## src/rtl/i2c_hm_pkg.sv

```systemverilog
package i2c_hm_pkg;

  typedef enum logic [1:0] {
    OP_START = 2'd0,
    OP_STOP  = 2'd1,
    OP_WRITE = 2'd2,
    OP_READ  = 2'd3
  } op_e;

  typedef enum logic [1:0] {
    K_BIT  = 2'd0,
    K_RS   = 2'd1,
    K_STOP = 2'd2
  } kind_e;

  typedef enum logic [2:0] {
    ST_IDLE   = 3'd0,
    ST_SHOLD  = 3'd1,
    ST_LOW    = 3'd2,
    ST_BHIGH  = 3'd3,
    ST_RSHIGH = 3'd4,
    ST_PHIGH  = 3'd5,
    ST_PFREE  = 3'd6
  } st_e;

  // half of the SCL period: length of each SCL phase
  function automatic int unsigned half_of(input int unsigned per);
    return per >> 1;
  endfunction

  // released-bus time before a START: the longer of a phase and the floor
  function automatic int unsigned rs_len_of(input int unsigned half,
                                            input int unsigned floor_clk);
    return (half > floor_clk) ? half : floor_clk;
  endfunction

  // drive-low value of SDA for a slot; idx 0..7 data bits, 8 = ninth bit
  function automatic logic sda_drive(input kind_e kind, input logic rd,
                                     input logic [3:0] idx, input logic [7:0] tx,
                                     input logic nack_sel);
    logic v;
    case (kind)
      K_RS:    v = 1'b0;
      K_STOP:  v = 1'b1;
      default: begin
        if (idx < 4'd8) v = rd ? 1'b0 : ~tx[~idx[2:0]];
        else            v = rd ? ~nack_sel : 1'b0;
      end
    endcase
    return v;
  endfunction

endpackage

```

## src/rtl/i2c_hm_timer.sv

```systemverilog
module i2c_hm_timer #(
  parameter int CW = 16
) (
  input  logic          clk,
  input  logic          rst_n,
  input  logic          restart,
  output logic [CW-1:0] cnt
);
  always_ff @(posedge clk or negedge rst_n) begin
    if (!rst_n)       cnt <= '0;
    else if (restart) cnt <= '0;
    else              cnt <= cnt + 1'b1;
  end
endmodule

```

## src/rtl/i2c_hm_rx_shift.sv

```systemverilog
module i2c_hm_rx_shift #(
  parameter int DW = 8
) (
  input  logic          clk,
  input  logic          rst_n,
  input  logic          shift_en,
  input  logic          bit_in,
  output logic [DW-1:0] q
);
  always_ff @(posedge clk or negedge rst_n) begin
    if (!rst_n)        q <= '0;
    else if (shift_en) q <= {q[DW-2:0], bit_in};
  end
endmodule

```

## src/rtl/i2c_hold_master.sv

```systemverilog
module i2c_hold_master
  import i2c_hm_pkg::*;
#(
  parameter int PER_W  = 16,
  parameter int HOLD_W = 8,
  parameter int RS_MIN = 60
) (
  input  logic              clk,
  input  logic              rst_n,
  input  logic [PER_W-1:0]  cfg_period,
  input  logic [HOLD_W-1:0] cfg_hold,
  input  logic              cmd_valid,
  input  logic [1:0]        cmd_op,
  input  logic [7:0]        cmd_data,
  input  logic              cmd_nack,
  output logic              busy,
  output logic              done,
  output logic [7:0]        rd_data,
  output logic              nack,
  output logic              scl_oe,
  output logic              sda_oe,
  input  logic              sda_in
);
  localparam int CW = PER_W;

  st_e        state;
  kind_e      kind;
  logic       rd_q, nsel_q, scl_q, sda_q, done_q, nack_q;
  logic [7:0] tx_q;
  logic [3:0] bitn;

  logic [CW-1:0] cnt, half_c, hold_c, rs_c, ph_len;
  logic restart, ph_last, accept, hold_zero, low_upd;
  op_e   op;
  kind_e entry_kind;

  // named events, also observed by the checker
  logic sda_upd_ev, smp_ev, rx_slot, cond_ev, bit_next;

  assign op         = op_e'(cmd_op);
  assign half_c     = CW'(half_of(32'(cfg_period)));
  assign hold_c     = CW'(cfg_hold);
  assign rs_c       = CW'(rs_len_of(32'(half_c), RS_MIN));
  assign hold_zero  = (hold_c == '0);
  assign accept     = (state == ST_IDLE) && cmd_valid;
  assign entry_kind = (op == OP_START) ? K_RS : (op == OP_STOP) ? K_STOP : K_BIT;

  always_comb begin
    case (state)
      ST_RSHIGH, ST_PFREE: ph_len = rs_c;
      default:             ph_len = half_c;
    endcase
  end

  assign ph_last  = (state != ST_IDLE) && (cnt == ph_len - 1'b1);
  assign restart  = (state == ST_IDLE) || ph_last;
  assign low_upd  = (state == ST_LOW) && !hold_zero && (cnt == hold_c - 1'b1);
  assign bit_next = (state == ST_BHIGH) && ph_last && (bitn != 4'd8);

  assign sda_upd_ev = low_upd ||
                      (hold_zero && bit_next) ||
                      (hold_zero && accept && !(op == OP_START && !scl_q));
  assign smp_ev  = (state == ST_BHIGH) && (cnt == '0);
  assign rx_slot = smp_ev && (rd_q ? (bitn < 4'd8) : (bitn == 4'd8));
  assign cond_ev = (accept && op == OP_START && !scl_q) ||
                   ((state == ST_RSHIGH) && ph_last) ||
                   ((state == ST_PHIGH) && ph_last);

  i2c_hm_timer #(.CW(CW)) u_timer (
    .clk(clk), .rst_n(rst_n), .restart(restart), .cnt(cnt)
  );

  i2c_hm_rx_shift #(.DW(8)) u_rx (
    .clk(clk), .rst_n(rst_n),
    .shift_en(smp_ev && rd_q && (bitn < 4'd8)),
    .bit_in(sda_in), .q(rd_data)
  );

  always_ff @(posedge clk or negedge rst_n) begin
    if (!rst_n) begin
      state  <= ST_IDLE;
      kind   <= K_BIT;
      rd_q   <= 1'b0;
      nsel_q <= 1'b0;
      tx_q   <= '0;
      bitn   <= '0;
      scl_q  <= 1'b0;
      sda_q  <= 1'b0;
      done_q <= 1'b0;
      nack_q <= 1'b0;
    end else begin
      done_q <= 1'b0;
      case (state)
        ST_IDLE: if (cmd_valid) begin
          rd_q   <= (op == OP_READ);
          nsel_q <= cmd_nack;
          tx_q   <= cmd_data;
          bitn   <= '0;
          kind   <= entry_kind;
          if (op == OP_WRITE) nack_q <= 1'b0;
          if (op == OP_START && !scl_q) begin
            sda_q <= 1'b1;
            state <= ST_SHOLD;
          end else begin
            scl_q <= 1'b1;
            state <= ST_LOW;
            if (hold_zero)
              sda_q <= sda_drive(entry_kind, op == OP_READ, 4'd0, cmd_data, cmd_nack);
          end
        end
        ST_SHOLD: if (ph_last) begin
          scl_q  <= 1'b1;
          state  <= ST_IDLE;
          done_q <= 1'b1;
        end
        ST_LOW: begin
          if (low_upd) sda_q <= sda_drive(kind, rd_q, bitn, tx_q, nsel_q);
          if (ph_last) begin
            scl_q <= 1'b0;
            case (kind)
              K_RS:    state <= ST_RSHIGH;
              K_STOP:  state <= ST_PHIGH;
              default: state <= ST_BHIGH;
            endcase
          end
        end
        ST_BHIGH: begin
          if (smp_ev && !rd_q && bitn == 4'd8) nack_q <= sda_in;
          if (ph_last) begin
            scl_q <= 1'b1;
            if (bitn == 4'd8) begin
              state  <= ST_IDLE;
              done_q <= 1'b1;
            end else begin
              bitn  <= bitn + 1'b1;
              state <= ST_LOW;
              if (hold_zero) sda_q <= sda_drive(kind, rd_q, bitn + 1'b1, tx_q, nsel_q);
            end
          end
        end
        ST_RSHIGH: if (ph_last) begin
          sda_q <= 1'b1;
          state <= ST_SHOLD;
        end
        ST_PHIGH: if (ph_last) begin
          sda_q <= 1'b0;
          state <= ST_PFREE;
        end
        ST_PFREE: if (ph_last) begin
          state  <= ST_IDLE;
          done_q <= 1'b1;
        end
        default: state <= ST_IDLE;
      endcase
    end
  end

  assign busy   = (state != ST_IDLE);
  assign done   = done_q;
  assign nack   = nack_q;
  assign scl_oe = scl_q;
  assign sda_oe = sda_q;

endmodule

```

## config.mk

```make
export PLATFORM = sky130hd
export DESIGN_NAME = i2c_hold_master
export DESIGN_NICKNAME = d
export VERILOG_FILES = /design/src/rtl/i2c_hm_pkg.sv /design/src/rtl/i2c_hm_timer.sv /design/src/rtl/i2c_hm_rx_shift.sv /design/src/rtl/i2c_hold_master.sv
export SDC_FILE = /design/constraint.sdc
export NUM_CORES = 1
export LEC_CHECK = 0
export ABC_AREA = 1
export BUFFER_PORTS_ARGS = -buffer_cell sky130_fd_sc_hd__buf_2
export CAP_MARGIN = 20
export CELL_PAD_IN_SITES_DETAIL_PLACEMENT = 2
export CELL_PAD_IN_SITES_GLOBAL_PLACEMENT = 2
export CORE_AREA = 4 4 151 80
export CTS_BUF_LIST = sky130_fd_sc_hd__clkbuf_2 sky130_fd_sc_hd__clkbuf_4 sky130_fd_sc_hd__clkbuf_8
export CTS_CLUSTER_SIZE = 12
export DETAILED_ROUTE_END_ITERATION = 7
export DIE_AREA = 0 0 155 84
export GPL_ROUTABILITY_DRIVEN = 0
export PLACE_DENSITY = 0.77
export SLEW_MARGIN = 20
export SYNTH_ARGS = -nofsm -noshare
export SYNTH_HDL_FRONTEND = slang
export SYNTH_SLANG_ARGS = --single-unit
export TNS_END_PERCENT = 20
```

## constraint.sdc

```tcl
create_clock -name clk -period 3.7 [get_ports clk]
set_clock_uncertainty 0.05 [all_clocks]
set_input_delay 0.74 -clock clk [delete_from_list [all_inputs] [get_ports clk]]
set_output_delay 0.74 -clock clk [all_outputs]
set_load 0.005 [all_outputs]
```

==> summary.txt <==
RUN STATUS
--------------------------------------------------------------------------------
Status                                                                 completed

HOLD PATH
--------------------------------------------------------------------------------
Worst hold path class                                                 reg -> reg

LOGIC SYNTHESIS
--------------------------------------------------------------------------------
Most used flip-flop cell after synthesis                            sky130_fd_sc_hd__dfrtp_1
Yosys top cell area share                                                 33.70%
Seq/Total Area, Yosys                                                     33.70%
Cell types occupying the most area after synthesis                  sky130_fd_sc_hd__dfrtp_1 34%, sky130_fd_sc_hd__nand2_1 14%, sky130_fd_sc_hd__inv_1 8.3%, sky130_fd_sc_hd__nor2_1 5.9%, sky130_fd_sc_hd__nand3_1 5.6%
EDFF count, synth                                                              0
Share of async-settable or async-resettable flops after synthesis         100.0%
Cell accounting for the most synthesized area                       sky130_fd_sc_hd__dfrtp_1
Synth Instances                                                              504
Avg Synthesized Cell Area                                            6.924 sq um
Yosys warns                                                                    0
Combined area of all synthesized cells                                3490 sq um
Post-synth cell types                                                         35
Post-synthesis register bit count                                             47
Syn nets                                                                     551
Most numerous cell types in the synthesized netlist                 133 x sky130_fd_sc_hd__nand2_1, 77 x sky130_fd_sc_hd__inv_1, 55 x sky130_fd_sc_hd__nor2_1
Most common cell in the synthesized netlist                         sky130_fd_sc_hd__nand2_1

GRT
--------------------------------------------------------------------------------
Pin count of the biggest net entering global routing                          35
Global-route wire length before repair                              19,660 microns
Antenna violations before repair                                               1
GRT Util Overall                                                          18.73%
Number of global-route vias before repair                                  3,622
Total gr overflow                                                              0

SETUP PATH
--------------------------------------------------------------------------------
Arrival time at the worst endpoint                                       3.48 ns
Capturing element type of the critical path                                 flop
Top fanout value on the critical path                                         16
Required time worst endpoint                                             3.84 ns
Critical path class                                                    in -> reg
Kind of start point of the critical path                               input pin

TIMING
--------------------------------------------------------------------------------
Setup slack after layout                                               0.3635 ns
Time the worst path needs with I/O delays and setup                     3.336 ns
Setup repair after global routing missed its margin                           no
Final setup violation count                                                    0
Max-Slew Margin vs Limit                                                  42.94%
Highest attainable clock frequency                                     299.7 MHz
Slew Viols, Final                                                              0
Total negative setup slack                                                  0 ns
Final Hold Violating Endpoints                                                 0
Measured slew at the worst slew-check pin                              0.8559 ns
Final Cycle Share                                                         90.18%

CLOCKING
--------------------------------------------------------------------------------
Root Buffer Master                                                  sky130_fd_sc_hd__clkbuf_8
Clock buffer count from CTS                                                    5
Worst-path clk slew                                                      0.10 ns
Clock tree from TritonCTS                                                  built
Largest buffer count on any clock path                                         2
Setup Fix Bufs, Post-CTS                                                       0
Clock sinks                                                                   47
Latest clock arrival within the worst-skew pair                          0.32 ns
Number of resized instances in the post-cts repair step                        0
Hold_buf cts                                                                   0
CTS HTree Levels                                                               2

DETAILED ROUTING
--------------------------------------------------------------------------------
Via Count                                                                  3,481
Iteration-0 DRC Markers                                                      117
Total length of routed wires                                        11,900 microns
Avg Vias per Cell                                                          4.938
Drt drc                                                                        0
Number of detailed-route iterations in the first pass                          4
Post-DRT Antenna Nets                                                          0
Routed length per instance                                          16.89 microns

FLOORPLAN
--------------------------------------------------------------------------------
Boundary pin count                                                            52
Floorplan die area                                                  13,020 sq um
Placeable core area                                                 10,780 sq um
Initial Utilization                                                       32.38%
Die width                                                            155 microns
# rows                                                                        27
Y dimension of the die                                                84 microns

PLACE
--------------------------------------------------------------------------------
# placed instances                                                           697
Number of buffers added on ports                                              50
Hpwl dp                                                             9753 microns
Post-Place Setup Slack                                                0.02761 ns

JOB
--------------------------------------------------------------------------------
Max-cap check violation count                                                  0

POWER
--------------------------------------------------------------------------------
Portion of total power attributed to sequential cells                      34.2%
Leakage power                                                           1.991 nW
Net Sw Frac                                                               44.67%
Power density over cell area                                        563.1 nW/um^2
Power share of the combinational group                                     44.9%
Power share of the clock group                                             20.9%
Power spent charging and discharging nets                               1.018 mW
Worst voltage drop across the vdd grid                                 0.2059 mV
Design internal power                                                   1.261 mW

FINISH
--------------------------------------------------------------------------------
Synthesis-to-finish area growth                                           15.96%
Number of fillers in the final layout                                      1,334
Diode insertion count for antenna repair                                       0
Layout cell share with drive strength beyond 1                            15.36%
Fin nets                                                                     606
Final standard cell count with taps included and fillers excluded            705
End-of-flow core utilization                                              37.55%

worst max-delay path, cell delays in order:
cell,delay [ns]
sky130_fd_sc_hd__buf_2,0.13
sky130_fd_sc_hd__nor2_1,0.14
sky130_fd_sc_hd__nand2_1,0.10
sky130_fd_sc_hd__nor2_2,0.14
sky130_fd_sc_hd__nand3_2,0.18
sky130_fd_sc_hd__nand2_1,0.11
sky130_fd_sc_hd__ha_1,0.21
sky130_fd_sc_hd__nand4_1,0.24
sky130_fd_sc_hd__nor2_4,0.28
sky130_fd_sc_hd__nand2_1,0.10
sky130_fd_sc_hd__xor2_1,0.15
sky130_fd_sc_hd__nand2_1,0.07
sky130_fd_sc_hd__nor2_1,0.27
sky130_fd_sc_hd__nand3_4,0.17
sky130_fd_sc_hd__nand2_2,0.34
sky130_fd_sc_hd__nor3b_1,0.10
cell type report:
cell class,instances,area (sq um),share of cell area [%]
flip-flops and latches,47,1176,29.07
well taps,145,181.4,4.484
clock buffers,5,68.82,1.701
repair buffers,53,272.8,6.741
inverters,77,289.0,7.143
multi-input cells,375,1991,49.20
clock inverters,3,67.56,1.670
metrics by stage:
step                power [mW]  hold slack (ns)  cell area (sq um)
global placement         1.745           0.4085               3910
detailed placement       1.806           0.4170               3910
finish                   2.278           0.4339               4046
global route             2.486           0.4608               4046
CTS                      2.301           0.4413               4046
floorplan                1.440           0.3944               3490
cells in the final DEF (no fill, tap or decap), drive strengths merged, types with 4 or more instances in the layout:
cell type / Yosys / layout
a21oi: 14 / 14
buf: 2 / 53
clkbuf: 3 / 5
dfrtp: 47 / 47
ha: 8 / 8
inv: 77 / 77
mux2: 7 / 7
nand2: 138 / 138
nand3: 42 / 42
nand4: 13 / 13
nor2: 61 / 61
nor3: 12 / 12
nor3b: 5 / 5
nor4: 5 / 5
o211ai: 4 / 4
o21ai: 26 / 26
xnor2: 12 / 12
xor2: 18 / 18
power groups by stage:
| stage | sequential, mW | combinational, mW | clock (mW) |
|---|---|---|---|
| 2_1_floorplan | 0.741 | 0.698 | 0 |
| 3_3_place_gp | 0.782 | 0.963 | 0 |
| 3_5_place_dp | 0.790 | 1.02 | 0 |
| 4_1_cts | 0.782 | 1.03 | 0.491 |
| 5_1_grt | 0.808 | 1.16 | 0.517 |
| 6_report | 0.779 | 1.02 | 0.475 |
registers in the layout (all words and copies together) (netlist names):
| register | flops |
|---|---|
| u_rx.q | 8 |
| tx_q | 8 |
| done | 1 |
| kind | 2 |
| u_timer.cnt | 16 |
| sda_oe | 1 |
| scl_oe | 1 |
| nsel_q | 1 |
| state | 3 |
| nack | 1 |
| bitn | 4 |
| rd_q | 1 |
per-layer routing:
layer	global-route usage, %	vias to the layer above	routed length, microns
met2	26.35	39	4727
met1	30.02	1712	6701
met5	0	-	7
met4	1.683	2	34
li1	-	1721	-
met3	3.625	7	433
worst paths after layout:
| kind | slack, ns | cells after the start | end | startpoint |
|---|---|---|---|---|
| worst max register to register | 0.38 | 15 | u_timer.cnt[4]$_DFF_PN0_ | state[0]$_DFFE_PN0P_ |
| worst max-delay path | 0.36 | 16 | u_timer.cnt[4]$_DFF_PN0_ | cfg_period[10] |
| worst min-delay path | 0.43 | 2 | sda_oe$_DFFE_PN0P_ | sda_oe$_DFFE_PN0P_ |
| max in group asynchronous | 2.40 | 2 | u_rx.q[7]$_DFFE_PN0P_ | rst_n |
| min in group asynchronous | 0.47 | 1 | u_timer.cnt[12]$_DFF_PN0_ | rst_n |
| worst min register to register | 0.43 | 2 | sda_oe$_DFFE_PN0P_ | sda_oe$_DFFE_PN0P_ |
kinds of logic after synthesis:
logic type	count (synthesis)	synth area share, %
simple gates	282	36.64
buf+inv	82	9.251
compound gates	48	7.745
flops	47	33.70
xor+xnor	30	7.530
fa+ha+maj	8	2.869
mux	7	2.259
No activity file was read; power rests on OpenSTA's default activity.
